**src/rtl/prbg_pkg.sv**
```systemverilog
package prbg_pkg;
  localparam int unsigned PRBG_W = 16;
  // Output end is bit 0; taps at bits 0,2,3,5 give x^16+x^14+x^13+x^11+1.
  localparam logic [PRBG_W-1:0] PRBG_TAPS = 16'h002D;
  localparam logic [PRBG_W-1:0] PRBG_DEFAULT = 16'hACE1;

  typedef enum logic [1:0] {
    ACT_IDLE = 2'd0,
    ACT_STEP = 2'd1,
    ACT_LOAD = 2'd2,
    ACT_RST  = 2'd3
  } prbg_act_e;
endpackage

```
**src/rtl/prbg_next.sv**
```systemverilog
module prbg_next #(
  parameter int unsigned W = 16,
  parameter logic [W-1:0] TAPS = 16'h002D
) (
  input  logic [W-1:0] cur,
  output logic [W-1:0] nxt
);
  logic [W-1:0] tapped;
  logic         fb;

  for (genvar i = 0; i < W; i++) begin : g_tap
    if (TAPS[i]) begin : g_on
      assign tapped[i] = cur[i];
    end else begin : g_off
      assign tapped[i] = 1'b0;
    end
  end

  assign fb  = ^tapped;
  assign nxt = {fb, cur[W-1:1]};
endmodule

```
**src/rtl/prbg_ctrl.sv**
```systemverilog
module prbg_ctrl
  import prbg_pkg::*;
#(
  parameter int unsigned W = 16,
  parameter logic [W-1:0] DEFAULT_SEED = 16'hACE1
) (
  input  logic         rst,
  input  logic         load,
  input  logic         step,
  input  logic [W-1:0] seed,
  input  logic [W-1:0] cur,
  input  logic [W-1:0] nxt,
  output logic [W-1:0] d_vec,
  output logic [W-1:0] en_vec
);
  prbg_act_e act;
  logic [W-1:0] seed_fix;

  assign seed_fix = (seed == '0) ? DEFAULT_SEED : seed;

  always_comb begin
    if (rst)       act = ACT_RST;
    else if (load) act = ACT_LOAD;
    else if (step) act = ACT_STEP;
    else           act = ACT_IDLE;
  end

  always_comb begin
    unique case (act)
      ACT_RST: begin
        d_vec  = DEFAULT_SEED;
        en_vec = '1;
      end
      ACT_LOAD: begin
        d_vec  = seed_fix;
        en_vec = '1;
      end
      ACT_STEP: begin
        d_vec  = nxt;
        en_vec = nxt ^ cur;
      end
      default: begin
        d_vec  = cur;
        en_vec = '0;
      end
    endcase
  end
endmodule

```
**src/rtl/prbg_stage.sv**
```systemverilog
module prbg_stage #(
  parameter bit GATE_CELL = 1'b0
) (
  input  logic clk,
  input  logic en,
  input  logic d,
  output logic q
);
  if (GATE_CELL) begin : g_icg
    logic en_lat;
    logic gclk;
    // Enable passes only while clk is low, so gclk cannot glitch.
    always_latch begin
      if (!clk) en_lat = en;
    end
    assign gclk = clk & en_lat;
    always_ff @(posedge gclk) q <= d;
  end else begin : g_enff
    always_ff @(posedge clk) begin
      if (en) q <= d;
    end
  end
endmodule

```
**src/rtl/prbg_gated16.sv**
```systemverilog
module prbg_gated16 #(
  parameter int unsigned W = prbg_pkg::PRBG_W,
  parameter logic [W-1:0] TAPS = prbg_pkg::PRBG_TAPS,
  parameter logic [W-1:0] DEFAULT_SEED = prbg_pkg::PRBG_DEFAULT,
  parameter bit GATE_CELL = 1'b0
) (
  input  logic         clk,
  input  logic         rst,
  input  logic         out_rdy,
  input  logic         seed_vld,
  input  logic [W-1:0] seed_data,
  output logic         out_vld,
  output logic         out_bit,
  output logic [W-1:0] state_o,
  output logic [W-1:0] gate_en_o
);
  logic [W-1:0] cur;
  logic [W-1:0] nxt;
  logic [W-1:0] d_vec;
  logic [W-1:0] en_vec;
  logic         step;

  assign out_vld = ~rst;
  assign step    = out_vld & out_rdy;

  prbg_next #(.W(W), .TAPS(TAPS)) u_next (
    .cur (cur),
    .nxt (nxt)
  );

  prbg_ctrl #(.W(W), .DEFAULT_SEED(DEFAULT_SEED)) u_ctrl (
    .rst    (rst),
    .load   (seed_vld),
    .step   (step),
    .seed   (seed_data),
    .cur    (cur),
    .nxt    (nxt),
    .d_vec  (d_vec),
    .en_vec (en_vec)
  );

  for (genvar i = 0; i < W; i++) begin : g_stage
    prbg_stage #(.GATE_CELL(GATE_CELL)) u_ff (
      .clk (clk),
      .en  (en_vec[i]),
      .d   (d_vec[i]),
      .q   (cur[i])
    );
  end

  assign state_o   = cur;
  assign out_bit   = cur[0];
  assign gate_en_o = en_vec;
endmodule

```
**config.mk**
```make
export PLATFORM = sky130hd
export DESIGN_NAME = prbg_gated16
export DESIGN_NICKNAME = d
export VERILOG_FILES = /design/src/rtl/prbg_pkg.sv /design/src/rtl/prbg_next.sv /design/src/rtl/prbg_ctrl.sv /design/src/rtl/prbg_stage.sv /design/src/rtl/prbg_gated16.sv
export SDC_FILE = /design/constraint.sdc
export NUM_CORES = 1
export LEC_CHECK = 0
export BUFFER_PORTS_ARGS = -buffer_cell sky130_fd_sc_hd__buf_2
export CAP_MARGIN = 5
export CORE_UTILIZATION = 48
export CTS_CLUSTER_DIAMETER = 40
export DETAILED_ROUTE_END_ITERATION = 8
export PLACE_DENSITY_LB_ADDON = 0.12
export SLEW_MARGIN = 10
export SYNTH_ARGS = -nofsm -noshare
export SYNTH_HDL_FRONTEND = slang
export SYNTH_SLANG_ARGS = --single-unit
export TNS_END_PERCENT = 10
```
**constraint.sdc**
```tcl
create_clock -name clk -period 1.8 [get_ports clk]
set_input_delay 0.27 -clock clk [delete_from_list [all_inputs] [get_ports clk]]
set_output_delay 0.27 -clock clk [all_outputs]
set_load 0.02 [all_outputs]
```
==> impl_results.md, run 1 <==
- Final min period: roughly 1900 ps
- Synth Area in Compound Gates: 22.3%
- Residual DRC: 0
- Setup CP Type: reg -> out
- Starting Density: 52.8%
- Antenna-violating nets left: 0
- Largest net degree at the start of global routing: 17
- Post-Place Cell Area: 0.00145 mm²
- Number of global-route vias before repair: around 950
- First-pass GRT wire length: 4620 µm
- Seq cells post-synth: 16
- Post-Route M1 WL: 1380 µm
- Initial antenna violation count: 0
- Drt wl/cell: 16.3 µm
- Post-synth cell types: 23
- Failing checks: setup timing
- Layout cells sized above 1: 47.8%
- Nets: ~180
- Gr ovfl total: 0
- Slew headroom: 57.5%
- Syn Inst Count: approximately 130
- Status: complete, but fails checks
- Pwr Total: approximately 0.0011 W
- Top cells by area, synth: edfxtp_1 35%, buf_4 18%, xnor2_1 10%
- Cell area after layout: 0.00152 mm²
- EDFF count, synth: 16
- CTS Buffer Depth: 2
- Drt first-iter violations: 20
- Core Area: approximately 0.0026 mm²
- Slowest CP cell: edfxtp_1
- Vias per cell: 5.56
- Top sig layer: met4
- Die area: 0.00304 mm²
- Antenna diodes: 0
- Delay-heaviest family, CP: XOR/XNOR gates
- Total wire length: between 3000 and 4000 µm
- Worst path max stage delay: between 400 and 500 ps
- Port bufs: 53
- Area leader, netlist: edfxtp_1
- Num ports: 54
- Post-synthesis async set-or-reset flop share: 0%
- Die Span X: 55.1 µm
- Data required time of the worst path: 1530 ps
- Final hold viol count: 0
- Drt pass-1 iters: 4
- Post-Synth Adder-Cell Area: 0%
- Hold WC Path Type: in -> reg
- Layout fillers: 235
- Final Skew: 6.80 ps
- Area delta synth->final: 12.5%
- Most flop-heavy register: g_stage.u_ff.q
- Fmax: 526 MHz
- CP Launch Type: flip-flop
- Net count after synthesis: roughly 150
- Worst-path maximum fanout: 2
- CP Data Arrival Time: between 1500 and 2000 ps
- Overall global routing resource usage: 22.5%
- Power per cell area: 737 mW/mm²
- Synth top area share: 35.5%
- # setup viols final: 1
- Post-Synth XOR/XNOR Area: 13.2%
- Max-Cap Viols: 0
- Max Slew Vio Count: 0
- Via count: 1062
- H-tree Lvls: 1
- Worst Path Buf+Inv: 1
- Clk slew on worst S/H paths: 110 ps
- Nature of the critical path endpoint: output pin
- Final Worst Setup Slack: -100 ps
- CTS tree: done
- Hold Buf Count CTS: 0
- Multiplexer share of the synthesized area: 0%
- Met2 routed WL: 1540 µm
- Most frequent cell after synthesis: buf_4
- IR Drop Worst-Case VDD: around 0.00046 V
- Met3 routed WL: 171 µm
- Core Rows: 18
- Post-synthesis sequential area ratio: a little over a third
- Tcrit/Tclk final: 106%
- Largest family of logic cells by synthesized area: compound AO/OA/AOI/OAI gates
- Post-Syn Area: 0.00136 mm²
- Leak: 0.600 nW
- Yosys warns: 0
- Post-DP HPWL: 2320 µm
- Worst-Margin Slew: ~640 ps
- Simple-gate portion of the synthesized area: 9.14%
- Cell Chain, Critical Path: xnor2_2, xnor3_1, o21ai_2, buf_6
- CTS Root Cell: clkbuf_4
- RSZ-0062 raised after global routing: true
- Number of flip-flops in the largest register: 16
- Gpl congestion: 0.752
- Skew-Pair Late Insertion Delay: 300 ps
- Mean Syn Cell Area: 10.5 µm²
- CTS sink cnt: 16
- Commonest cells in the netlist: 32 x buf_4, 16 x edfxtp_1, 16 x xnor2_1
- Ys flop type: edfxtp_1
- Inserted Clock Buffers: 3
- Largest registers: g_stage.u_ff.q x16
- Die Height: between 50 and 60 µm
-- stage by stage --
step / TNS [ps] / cells / hold slack (ps) / setup WS, ps / utilization (%)
2_1_floorplan: 0 / 129 / 472 / 209 / -
3_3_place_gp: 0 / 183 / 611 / 174 / 56.4
3_5_place_dp: 0 / 183 / 612 / 102 / 56.4
4_1_cts: -96.8 / 191 / 294 / -96.8 / 59.1
5_1_grt: -176 / 191 / 284 / -176 / 59.4
6_report: -100 / 191 / 298 / -100 / 59.4
-- power breakdown --
part	switching (W)	internal [W]	total, W
combinational	0.000225	0.000184	0.000410
clock	0.000132	0.0000809	0.000213
sequential	0.0000460	0.000455	0.000501
total	0.000403	0.000720	0.00112
-- layout make-up --
class                           instances  area [µm²]  area share, %
Multi-Input combinational cell         75         616           40.4
Timing Repair Buffer                   64         357           23.4
Clock inverter                          1        3.75          0.246
Clock buffer                            3        22.5           1.48
Tap cell                               30        37.5           2.46
Sequential cell                        16         480           31.5
Inverter                                2        7.51          0.493
-- per-layer routing --
layer	vias up	track usage [%]
met5	-	0
met4	0	3.75
met3	2	6.01
met2	38	38.0
met1	505	29.1
li1	517	-
-- repair_timing --
item,4_1_cts,5_1_grt
setup endpoints to repair,2,5
gates resized for setup,6,5
setup buffers,4,0
pin swaps,3,1
-- worst reg2reg max path: cells and delay by family, from the launching register on --
family          cells  cell delay, ps
compound gates      1             190
flops               1             440
xor+xnor            2             560
-- worst paths after layout --
check	startpoint	endpoint	slack, ps	cells after the start
max	g_stage[5].u_ff.q	gate_en_o[15]	-100	4
min	seed_data[1]	g_stage[1].u_ff.q	300	2
min reg2reg	g_stage[4].u_ff.q	g_stage[3].u_ff.q	670	1
max reg2reg	g_stage[5].u_ff.q	g_stage[15].u_ff.q	330	3
-- cells by family (layout without fill, tap and decap cells) --
kind of cell,count (synthesis),count (layout)
buffers and inverters,38,70
AOI/OAI and AO/OA,47,47
DFF,16,16
and+or+nand+nor,10,10
xor gates and xnor gates,18,18
-- cells in the final DEF (no fill, tap or decap), types with 2 or more instances in the layout --
cell type  netlist  layout
nor4_4           4       4
a21oi_1          7       7
o21ai_2          1       2
buf_4           32      12
a22o_1           7       7
clkbuf_4         0       3
xnor2_2          1       2
buf_2            0      51
edfxtp_1        16      16
xnor2_1         16      15
a41oi_1          7       7
nor2_1           2       2
o21ai_1          7      12
inv_1            2       2
o21ai_0         15       9
No activity file was read; power rests on OpenSTA's default activity.
==> run 2, diff against run 1 <==
--- a/config.mk
+++ b/config.mk
@@ -7,6 +7,7 @@
 export LEC_CHECK = 0
 export BUFFER_PORTS_ARGS = -buffer_cell sky130_fd_sc_hd__buf_2
 export CAP_MARGIN = 5
+export CORE_MARGIN = 2
 export CORE_UTILIZATION = 48
 export CTS_CLUSTER_DIAMETER = 40
 export DETAILED_ROUTE_END_ITERATION = 8
==> impl_results.md, run 2 (synthesis results as in run 1) <==
- Status: complete, but fails checks
- Failing checks: setup timing
- # setup viols final: 2 (+1)
- Layout cells sized above 1: 46.2% (-1.6 points)
- Num ports: 54 (unchanged)
- Final Worst Setup Slack: -75.9 ps (+24.6 ps)
- Worst-Margin Slew: 594 ps (-41.3 ps)
- Gpl congestion: 0.767 (+2.1%)
- Overall global routing resource usage: 19.1% (-3.4 points)
- First-pass GRT wire length: 4810 µm (+4.0%)
- CTS sink cnt: 16 (unchanged)
- Data required time of the worst path: 1530 ps (about the same)
- Worst-path maximum fanout: 2 (unchanged)
- CP Data Arrival Time: 1610 ps (-20 ps)
- Hold WC Path Type: in -> reg
- Cell Chain, Critical Path: xnor2_2, xnor3_1, o21ai_2, buf_6
- Residual DRC: 0 (unchanged)
- Number of flip-flops in the largest register: 16 (unchanged)
- Fin Hold WS: 319 ps (+21.2 ps)
- Drt wl/cell: 16.0 µm (-1.4%)
- Slowest CP cell: edfxtp_1
- Delay-heaviest family, CP: XOR/XNOR gates
- Multi-input gate area: 612 µm² (-0.61%)
- Area delta synth->final: 10.4%
- Most frequent cells in the layout: 52 x buf_2, 16 x edfxtp_1, 15 x xnor2_1, 15 x o21ai_0, 8 x buf_4
- Worst path max stage delay: 440 ps (about the same)
- Core Area: 0.00271 mm² (+5.6%)
- Core Rows: 19 (+1)
- Number of global-route vias before repair: 1035 (+9.3%)
- CP Launch Type: flip-flop
- Post-Place Cell Area: 0.00144 mm² (-0.43%)
- Clk slew on worst S/H paths: 110 ps (about the same)
- Leak: 0.584 nW (-2.6%)
- Antenna diodes: 0 (unchanged)
- Layout fillers: 256 (+8.9%)
- Final min period: 1880 ps (-24.6 ps)
- Slew headroom: 60.3% (+2.8 points)
- Most common cell after layout, fill and taps aside: buf_2
- Largest registers: g_stage.u_ff.q x16
- Hold Buf Count CTS: 0 (unchanged)
- Cell area after layout: 0.00150 mm² (-1.8%)
- Starting Density: 50.0% (-2.8 points)
- Drt pass-1 iters: 4 (unchanged)
- Final Core Density: 55.2% (-4.1 points)
- Initial antenna violation count: 0 (unchanged)
- Port bufs: 53 (unchanged)
- Max-Cap Viols: 0 (unchanged)
- Largest net degree at the start of global routing: 17 (unchanged)
- CTS Root Cell: clkbuf_4
- Nature of the critical path endpoint: output pin
- Die Span X: 57.1 µm (+3.6%)
- Nets: 179 (-1.6%)
- RSZ-0062 raised after global routing: true
- Final hold viol count: 0 (unchanged)
- Max Slew Vio Count: 0 (unchanged)
- Tcrit/Tclk final: 104% (-1.4 points)
- Drt first-iter violations: 29 (+45%)
- Skew-Pair Late Insertion Delay: 290 ps (about the same)
- Worst Path Buf+Inv: 1 (unchanged)
- Via count: 1069 (+0.66%)
- Post-DP HPWL: 2290 µm (-1.5%)
- IR Drop Worst-Case VDD: 0.000426 V (-7.6%)
- H-tree Lvls: 1 (unchanged)
- CTS Buffer Depth: 2 (unchanged)
- Antenna-violating nets left: 0 (unchanged)
- Reg area: 480 µm² (unchanged)
- CTS tree: done
- Most flop-heavy register: g_stage.u_ff.q
- Vias per cell: 5.66 (+1.7%)
- Fmax: 533 MHz (+1.3%)
- Final Skew: 9.33 ps (+2.54 ps)
- Die area: 0.00326 mm² (+7.4%)
- Die Height: 57.1 µm (+3.6%)
- Gr ovfl total: 0 (unchanged)
- Inserted Clock Buffers: 3 (unchanged)
- Power per cell area: 735 mW/mm² (-0.35%)
- Total wire length: 3030 µm (-2.4%)
- Setup CP Type: reg -> out
run 2: changes by cell type in the layout (fill, tap and decap cells not counted):
cell	before	now
buf_2	51	52
buf_4	12	8
o21ai_0	9	15
o21ai_1	12	7
o21ai_2	2	1
run 2: worst register-to-register path: stages, from the launching register on:
cell,delay (ps)
edfxtp_1,440
xnor2_2,220
xnor3_1,340
o21ai_2,170
run 2: report_power, final:
group | internal, W | switching, W | total, W
Combinational | 0.000174 | 0.000218 | 0.000392
Sequential | 0.000455 | 0.0000468 | 0.000502
Clock | 0.0000804 | 0.000125 | 0.000205
run 2: stage by stage:
stage	worst slack [ps]	power, W	TNS (ps)	cells
3_3_place_gp	166	0.000884	0	183
3_5_place_dp	104	0.000889	0	183
6_report	-75.9	0.00110	-95.1	189
4_1_cts	-76.6	0.00111	-89.8	189
5_1_grt	-128	0.00116	-410	189
2_1_floorplan	209	0.000827	0	129
run 2: final cells by class:
cell class              instances  area share, %
repair buffers                 61           22.2
clock inverters                 1          0.251
flip-flops and latches         16           32.1
clock buffers                   3           1.51
inverters                       2          0.502
multi-input cells              75           40.9
well taps                      31           2.59
run 2: path summary, 6_finish.rpt:
check                      from                 end  slack (ps)  cells past startpoint
min reg2reg  g_stage[15].u_ff.q  g_stage[14].u_ff.q         680                      1
max           g_stage[3].u_ff.q       gate_en_o[15]         -80                      4
min                seed_data[1]   g_stage[1].u_ff.q         320                      2
max reg2reg   g_stage[3].u_ff.q  g_stage[15].u_ff.q         340                      3
run 2: routing by layer:
| metal | GRT usage (%) | vias up | routed length, µm |
|---|---|---|---|
| met5 | 0 | - | 0 |
| met4 | 5.98 | 0 | 16 |
| met3 | 3.17 | 2 | 195 |
| met2 | 32.5 | 38 | 1540 |
| met1 | 24.8 | 513 | 1270 |
| li1 | - | 516 | - |
run 2: repair_timing:
item / in CTS / in global routing
pin swaps: 1 / 1
setup endpoints to repair: 1 / 7
resized for setup: 3 / 0
buffers inserted: 2 / 0
gates cloned: 0 / 0
endpoints found under the hold margin: 0 / 0
